===== src/rtl/cal_pkg.sv =====
package cal_pkg;
  typedef enum logic [1:0] {
    SEL_INPUT  = 2'd0,
    SEL_GAIN   = 2'd1,
    SEL_OFFSET = 2'd2,
    SEL_NONE   = 2'd3
  } word_sel_e;

  typedef enum logic [1:0] {
    ST_IDLE = 2'd0,
    ST_HEAD = 2'd1,
    ST_CALC = 2'd2,
    ST_TAIL = 2'd3
  } seq_st_e;
endpackage


===== src/rtl/chan_sel_decode.sv =====
module chan_sel_decode #(
  parameter int NCH = 8,
  localparam int CH_W = $clog2(NCH)
) (
  input  logic            en,
  input  logic [1:0]      scope,
  input  logic [CH_W-1:0] ch,
  output logic [NCH-1:0]  mask
);
  int sh;
  always_comb begin
    if (scope == 2'd3) sh = CH_W;
    else               sh = int'(scope);
    for (int i = 0; i < NCH; i++)
      mask[i] = en && ((i >> sh) == (int'(ch) >> sh));
  end
endmodule


===== src/rtl/chan_word_bank.sv =====
module chan_word_bank
  import cal_pkg::*;
#(
  parameter int NCH = 8,
  parameter int N   = 14,
  localparam int CH_W = $clog2(NCH)
) (
  input  logic             clk,
  input  logic             rst_n,
  input  word_sel_e        wr_sel,
  input  logic [NCH-1:0]   wr_mask,
  input  logic [N-1:0]     wr_word,
  input  logic [CH_W-1:0]  rd_ch,
  output logic [N-1:0]     rd_x,
  output logic [N-1:0]     rd_m,
  output logic [N-1:0]     rd_c,
  input  logic             res_we,
  input  logic [CH_W-1:0]  res_ch,
  input  logic [N-1:0]     res_val,
  input  logic [NCH-1:0]   chg_clr,
  output logic [NCH-1:0]   chg_flags,
  output logic [NCH*N-1:0] res_flat
);
  localparam logic [N-1:0] MID = {1'b1, {(N-1){1'b0}}};

  logic [NCH*N-1:0] x_flat, m_flat, c_flat;

  for (genvar g = 0; g < NCH; g++) begin : g_ch
    logic [N-1:0] x_r, m_r, c_r, r_r;
    logic         chg_r;
    logic         hit;
    assign hit = res_we && (res_ch == CH_W'(g));

    always_ff @(posedge clk or negedge rst_n) begin
      if (!rst_n) begin
        x_r   <= '0;
        m_r   <= '1;
        c_r   <= MID;
        r_r   <= '0;
        chg_r <= 1'b0;
      end else begin
        if (wr_mask[g]) begin
          case (wr_sel)
            SEL_INPUT:  x_r <= wr_word;
            SEL_GAIN:   m_r <= wr_word;
            SEL_OFFSET: c_r <= wr_word;
            default:    ;
          endcase
        end
        if (hit) r_r <= res_val;
        chg_r <= hit | (chg_r & ~chg_clr[g]);
      end
    end

    assign x_flat[g*N +: N]   = x_r;
    assign m_flat[g*N +: N]   = m_r;
    assign c_flat[g*N +: N]   = c_r;
    assign res_flat[g*N +: N] = r_r;
    assign chg_flags[g]       = chg_r;
  end

  assign rd_x = x_flat[rd_ch*N +: N];
  assign rd_m = m_flat[rd_ch*N +: N];
  assign rd_c = c_flat[rd_ch*N +: N];
endmodule


===== src/rtl/cal_datapath.sv =====
module cal_datapath #(
  parameter int N = 14
) (
  input  logic [N-1:0] x,
  input  logic [N-1:0] m,
  input  logic [N-1:0] c,
  output logic [N-1:0] y
);
  localparam logic signed [N+2:0] MIDS = (N+3)'(2**(N-1));
  localparam logic signed [N+2:0] TOPS = (N+3)'((2**N) - 1);

  function automatic logic [N-1:0] cal_code(input logic [N-1:0] xi,
                                            input logic [N-1:0] mi,
                                            input logic [N-1:0] ci);
    logic [2*N:0]      prod;
    logic [N:0]        scaled;
    logic signed [N+2:0] acc;
    prod   = (2*N+1)'(xi) * (2*N+1)'((N+1)'(mi) + (N+1)'(1));
    scaled = prod[2*N:N];
    acc    = signed'({2'b00, scaled}) + signed'({3'b000, ci}) - MIDS;
    if (acc < 0)         cal_code = '0;
    else if (acc > TOPS) cal_code = '1;
    else                 cal_code = acc[N-1:0];
  endfunction

  assign y = cal_code(x, m, c);
endmodule


===== src/rtl/cal_sequencer.sv =====
module cal_sequencer
  import cal_pkg::*;
#(
  parameter int NCH    = 8,
  parameter int C_CH   = 75,
  parameter int C_TAIL = 38,
  localparam int CH_W  = $clog2(NCH)
) (
  input  logic            clk,
  input  logic            rst_n,
  input  logic [NCH-1:0]  new_mask,
  output logic            busy_n,
  output logic [NCH-1:0]  take_mask,
  output logic [NCH-1:0]  pend_mask,
  output logic            res_we,
  output logic [CH_W-1:0] cur_ch
);
  localparam int CMAX  = (C_CH > C_TAIL) ? C_CH : C_TAIL;
  localparam int CNT_W = $clog2(CMAX + 1);

  seq_st_e          st_q;
  logic [CNT_W-1:0] cnt_q;
  logic [NCH-1:0]   pend_q, pend_all;
  logic [CH_W-1:0]  ch_q, pick;
  logic             any, ch_end, tl_end, launch;

  function automatic logic [CH_W-1:0] lowest(input logic [NCH-1:0] v);
    lowest = '0;
    for (int i = NCH - 1; i >= 0; i--)
      if (v[i]) lowest = CH_W'(i);
  endfunction

  always_comb begin
    pend_all = pend_q | new_mask;
    any      = |pend_all;
    ch_end   = (cnt_q == CNT_W'(C_CH - 1));
    tl_end   = (cnt_q == CNT_W'(C_TAIL - 1));
    case (st_q)
      ST_HEAD: launch = ch_end;
      ST_CALC: launch = ch_end && any;
      ST_TAIL: launch = tl_end && any;
      default: launch = 1'b0;
    endcase
    pick      = lowest(pend_all);
    take_mask = launch ? (NCH'(1) << pick) : '0;
  end

  always_ff @(posedge clk or negedge rst_n) begin
    if (!rst_n) begin
      st_q   <= ST_IDLE;
      cnt_q  <= '0;
      pend_q <= '0;
      ch_q   <= '0;
    end else begin
      pend_q <= pend_all & ~take_mask;
      if (launch) begin
        st_q  <= ST_CALC;
        cnt_q <= '0;
        ch_q  <= pick;
      end else begin
        case (st_q)
          ST_IDLE: if (any) begin st_q <= ST_HEAD; cnt_q <= '0; end
          ST_HEAD: cnt_q <= cnt_q + CNT_W'(1);
          ST_CALC: begin
            if (ch_end) begin st_q <= ST_TAIL; cnt_q <= '0; end
            else cnt_q <= cnt_q + CNT_W'(1);
          end
          default: begin
            if (tl_end) begin st_q <= ST_IDLE; cnt_q <= '0; end
            else cnt_q <= cnt_q + CNT_W'(1);
          end
        endcase
      end
    end
  end

  assign busy_n    = (st_q == ST_IDLE);
  assign res_we    = (st_q == ST_CALC) && ch_end;
  assign pend_mask = pend_q;
  assign cur_ch    = ch_q;
endmodule


===== src/rtl/chan_cal_engine.sv =====
module chan_cal_engine
  import cal_pkg::*;
#(
  parameter int NCH    = 8,
  parameter int N      = 14,
  parameter int C_CH   = 75,
  parameter int C_TAIL = 38,
  localparam int CH_W  = $clog2(NCH)
) (
  input  logic             clk,
  input  logic             rst_n,
  input  logic             wr_en,
  input  logic [1:0]       wr_scope,
  input  logic [CH_W-1:0]  wr_ch,
  input  logic [1:0]       wr_sel,
  input  logic [N-1:0]     wr_data,
  input  logic             fmt_twos,
  input  logic [NCH-1:0]   chg_clr,
  output logic             busy_n,
  output logic [NCH-1:0]   chg_flags,
  output logic [NCH*N-1:0] result_bus
);
  // Named internal events, observed by the bound checker.
  word_sel_e       sel_e;
  logic            dec_en;
  logic [N-1:0]    wr_word;
  logic [NCH-1:0]  wr_mask, take_mask, pend_mask;
  logic            res_we;
  logic [CH_W-1:0] res_ch;
  logic [N-1:0]    op_x, op_m, op_c, res_val;

  function automatic logic [N-1:0] to_offset(input logic [N-1:0] d,
                                             input logic twos,
                                             input word_sel_e s);
    if (twos && (s != SEL_GAIN)) to_offset = {~d[N-1], d[N-2:0]};
    else                         to_offset = d;
  endfunction

  assign sel_e   = word_sel_e'(wr_sel);
  assign dec_en  = wr_en && (sel_e != SEL_NONE);
  assign wr_word = to_offset(wr_data, fmt_twos, sel_e);

  chan_sel_decode #(.NCH(NCH)) u_dec (
    .en    (dec_en),
    .scope (wr_scope),
    .ch    (wr_ch),
    .mask  (wr_mask)
  );

  cal_sequencer #(.NCH(NCH), .C_CH(C_CH), .C_TAIL(C_TAIL)) u_seq (
    .clk       (clk),
    .rst_n     (rst_n),
    .new_mask  (wr_mask),
    .busy_n    (busy_n),
    .take_mask (take_mask),
    .pend_mask (pend_mask),
    .res_we    (res_we),
    .cur_ch    (res_ch)
  );

  chan_word_bank #(.NCH(NCH), .N(N)) u_bank (
    .clk       (clk),
    .rst_n     (rst_n),
    .wr_sel    (sel_e),
    .wr_mask   (wr_mask),
    .wr_word   (wr_word),
    .rd_ch     (res_ch),
    .rd_x      (op_x),
    .rd_m      (op_m),
    .rd_c      (op_c),
    .res_we    (res_we),
    .res_ch    (res_ch),
    .res_val   (res_val),
    .chg_clr   (chg_clr),
    .chg_flags (chg_flags),
    .res_flat  (result_bus)
  );

  cal_datapath #(.N(N)) u_dp (
    .x (op_x),
    .m (op_m),
    .c (op_c),
    .y (res_val)
  );
endmodule


===== config.mk =====
export PLATFORM = sky130hd
export DESIGN_NAME = chan_cal_engine
export DESIGN_NICKNAME = d
export VERILOG_FILES = /design/src/rtl/cal_pkg.sv /design/src/rtl/chan_sel_decode.sv /design/src/rtl/chan_word_bank.sv /design/src/rtl/cal_datapath.sv /design/src/rtl/cal_sequencer.sv /design/src/rtl/chan_cal_engine.sv
export SDC_FILE = /design/constraint.sdc
export NUM_CORES = 1
export LEC_CHECK = 0
export CAP_MARGIN = 20
export CORE_MARGIN = 8
export CORE_UTILIZATION = 30
export CTS_CLUSTER_DIAMETER = 40
export DETAILED_ROUTE_END_ITERATION = 16
export PLACE_DENSITY_LB_ADDON = 0.25
export SLEW_MARGIN = 10
export SYNTH_ARGS = -nofsm -noshare
export SYNTH_HDL_FRONTEND = slang
export SYNTH_SLANG_ARGS = --single-unit

===== constraint.sdc =====
create_clock -name clk -period 22.6 [get_ports clk]
set_input_delay 2.26 -clock clk [delete_from_list [all_inputs] [get_ports clk]]
set_output_delay 2.26 -clock clk [all_outputs]
set_load 0.01 [all_outputs]

==> run metrics <==
status finished clean; crit path DAT 14.67 ns; Hold Vio Cnt, Final 0; GRT Resource Usage Total 15.64%; commonest non-fill, non-tap cell in the layout dfrtp_1; Die ar. 0.1090 sq mm; final wirelength 85530 um; Clock transition at path regs 0.05 ns; Initial Util 30.17%; Final ANT Viol Nets 0; post-synthesis mux area share 19.83%; CTS tree built; via count 20051; Post-CTS Hold Buffers 0; Resized cells post-CTS 0; largest family of logic cells by synthesized area multiplexers; Avg Cell Area, Syn 11.89 sq um; gr ovfl total 0; minimum clock period 14.25 ns; Worst-Margin Slew 1.106 ns; max frequency 70.20 MHz; largest net degree at the start of global routing 119; Residual DRC 0; critical hold path startpoint u_bank.g_ch[3].r_r[1]$_DFFE_PN0P_; Clock Skew 0.04494 ns; RSZ-0062 raised after global routing false; Max Slew Vio Count 0; layout cell share with drive strength beyond 1 28.84%; most frequent cells in the layout 353 x dfrtp_1, 339 x mux2_2, 263 x nand2_1; worst hold path type flop to flop; FF+latch count, synth 476; CTS sink cnt 476; global-route wire length before repair 132300 um; drt initial violations 1105; Layout fillers 9644; Worst Path Buf+Inv 6; critical path fanouts, max 34; cell family with most CP delay simple AND/OR/NAND/NOR gates; Synth Area in Simple Gates 9.520%; I/O pins 154; height of the die 330.2 um; post-synthesis xor/xnor area fraction 1.475%; reg2reg start u_seq.cur_ch[0]$_DFFE_PN0P_; initial antenna violation count 2; Synth Area in Compound Gates 7.834%; kind of critical path flop to flop; post-synthesis adder-cell area fraction 15.84%; Num CTS Buffers 75; I/O Buffers 153; Final Cycle Share 63.04%; register area share after synthesis 40.73%; Layout area overhead 18.56%; Vias/cell 5.057; syn_nets 2806; Post-CTS Setup Repair Bufs 0; clk_lat worst skew 0.63 ns; Post-synth EDFFs 0; TritonRoute pass-1 iters 7; row count 115; post-synth design cell area 0.02961 sq mm; CP most frequent cell fa_1; CP max stage delay 0.71 ns; sum of negative setup slack 0 ns; FFs w/ async S/R, synth 100.0%; Crit. End Element flop; max-cap check violation count 0; R2R setup slack 8.35 ns; slew margin rel. 26.09%; Die Wd 330.2 um; Synth Flop Type dfrtp_1; Yosys cell types 88; number of global-route vias before repair 21483; fin nets 2934; HPWL Detailed 59930 um; worst path required time 23.02 ns; Synth warnings 0; core area 0.09813 sq mm; H-tree levels 3; CP Launch Type flop; setup violators final 0; WL/cell 21.57 um; gpl congestion 0.8365; Critical-path top delay cell buf_4; CP startpoint u_seq.cur_ch[0]$_DFFE_PN0P_; Root Driver clkbuf_16; Max clock buf depth 3; Synth Instances 2490
## layout make-up
type / instances / area [sq um] / area share (%)
clock buffers: 98 / 2085 / 5.937
flip-flops and latches: 476 / 12070 / 34.38
clock inverters: 38 / 568.0 / 1.618
repair buffers: 195 / 1852 / 5.275
inverters: 199 / 747.0 / 2.128
diodes: 1 / 2.502 / 0.007128
multi-input cells: 1671 / 16170 / 46.07
well taps: 1287 / 1610 / 4.587
## synthesized netlist by cell type, types with 32 or more instances
cell type / n / share of area [%]
a21oi_1: 42 / 0.71
clkbuf_1: 102 / 1.3
fa_1: 153 / 10
dfstp_2: 120 / 11
nor2_1: 118 / 1.5
mux2_2: 339 / 13
ha_1: 130 / 5.5
o31ai_1: 115 / 2.9
mux4_2: 79 / 6.0
nor2b_1: 33 / 0.70
nand2b_1: 32 / 0.68
o21ai_0: 40 / 0.68
dfrtp_1: 356 / 30
nand2_1: 263 / 3.3
inv_1: 197 / 2.5
## final timing paths
check	endpoint	depth (start not counted)
setup / recovery	u_bank.g_ch[0].r_r[8]$_DFFE_PN0P_	35
hold / removal	u_bank.g_ch[3].r_r[1]$_DFFE_PN0P_	2
setup reg to reg	u_bank.g_ch[0].r_r[8]$_DFFE_PN0P_	35
hold reg to reg	u_bank.g_ch[3].r_r[1]$_DFFE_PN0P_	2
max in group asynchronous	u_bank.g_ch[0].x_r[11]$_DFFE_PN0P_	4
min in group asynchronous	u_seq.pend_mask[4]$_DFF_PN0_	1
## state kept, by name, indices dropped and copies added, names as in the netlist
| register | count |
|---|---|
| u_seq.pend_mask | 8 |
| u_seq.cur_ch | 3 |
| u_bank.g_ch.c_r | 112 |
| u_bank.g_ch.r_r | 112 |
| u_bank.g_ch.x_r | 112 |
| u_bank.g_ch.chg_r | 8 |
| u_bank.g_ch.m_r | 112 |
| u_seq.st_q | 2 |
| u_seq.cnt_q | 7 |
## worst min-delay path: cells and delay by family (launching register included)
family             cells  cell delay [ns]
DFF                    1             0.34
and+or+nand+nor        1             0.05
AOI/OAI and AO/OA      1             0.05
## per-layer routing
metal / GRT usage (%) / routed length [um] / vias to the layer above
met1: 20.39 / 37580 / 10563
met3: 2.184 / 3045 / 136
met4: 4.247 / 1964 / 2
met5: 0 / 13 / -
met2: 27.12 / 42920 / 421
li1: - / - / 8929
## stage by stage
step                      cells  cell area (sq um)  utilization, %  setup WS, ns  hold WS (ns)
after floorplan            2490              29610               -         11.06        0.4446
after global placement     3828              32450           33.07         8.688        0.4575
after detailed placement   3828              32450           33.07         8.356        0.4697
after CTS                  3964              35100           35.77         8.329        0.4791
after global routing       3964              35100           35.77         7.548        0.5011
final                      3965              35110           35.78         8.354        0.4765
## kinds of logic (layout without fill, tap and decap cells)
group,after synthesis,after routing
AOI/OAI and AO/OA,313,313
xor gates and xnor gates,49,49
adders and majority gates,283,283
buffers and inverters,343,530
DFF,476,476
muxes,445,445
other,0,1
and+or+nand+nor,581,581
Power is not shown: default switching activity piles up to over one toggle a cycle in this logic, so the estimate is an artifact.
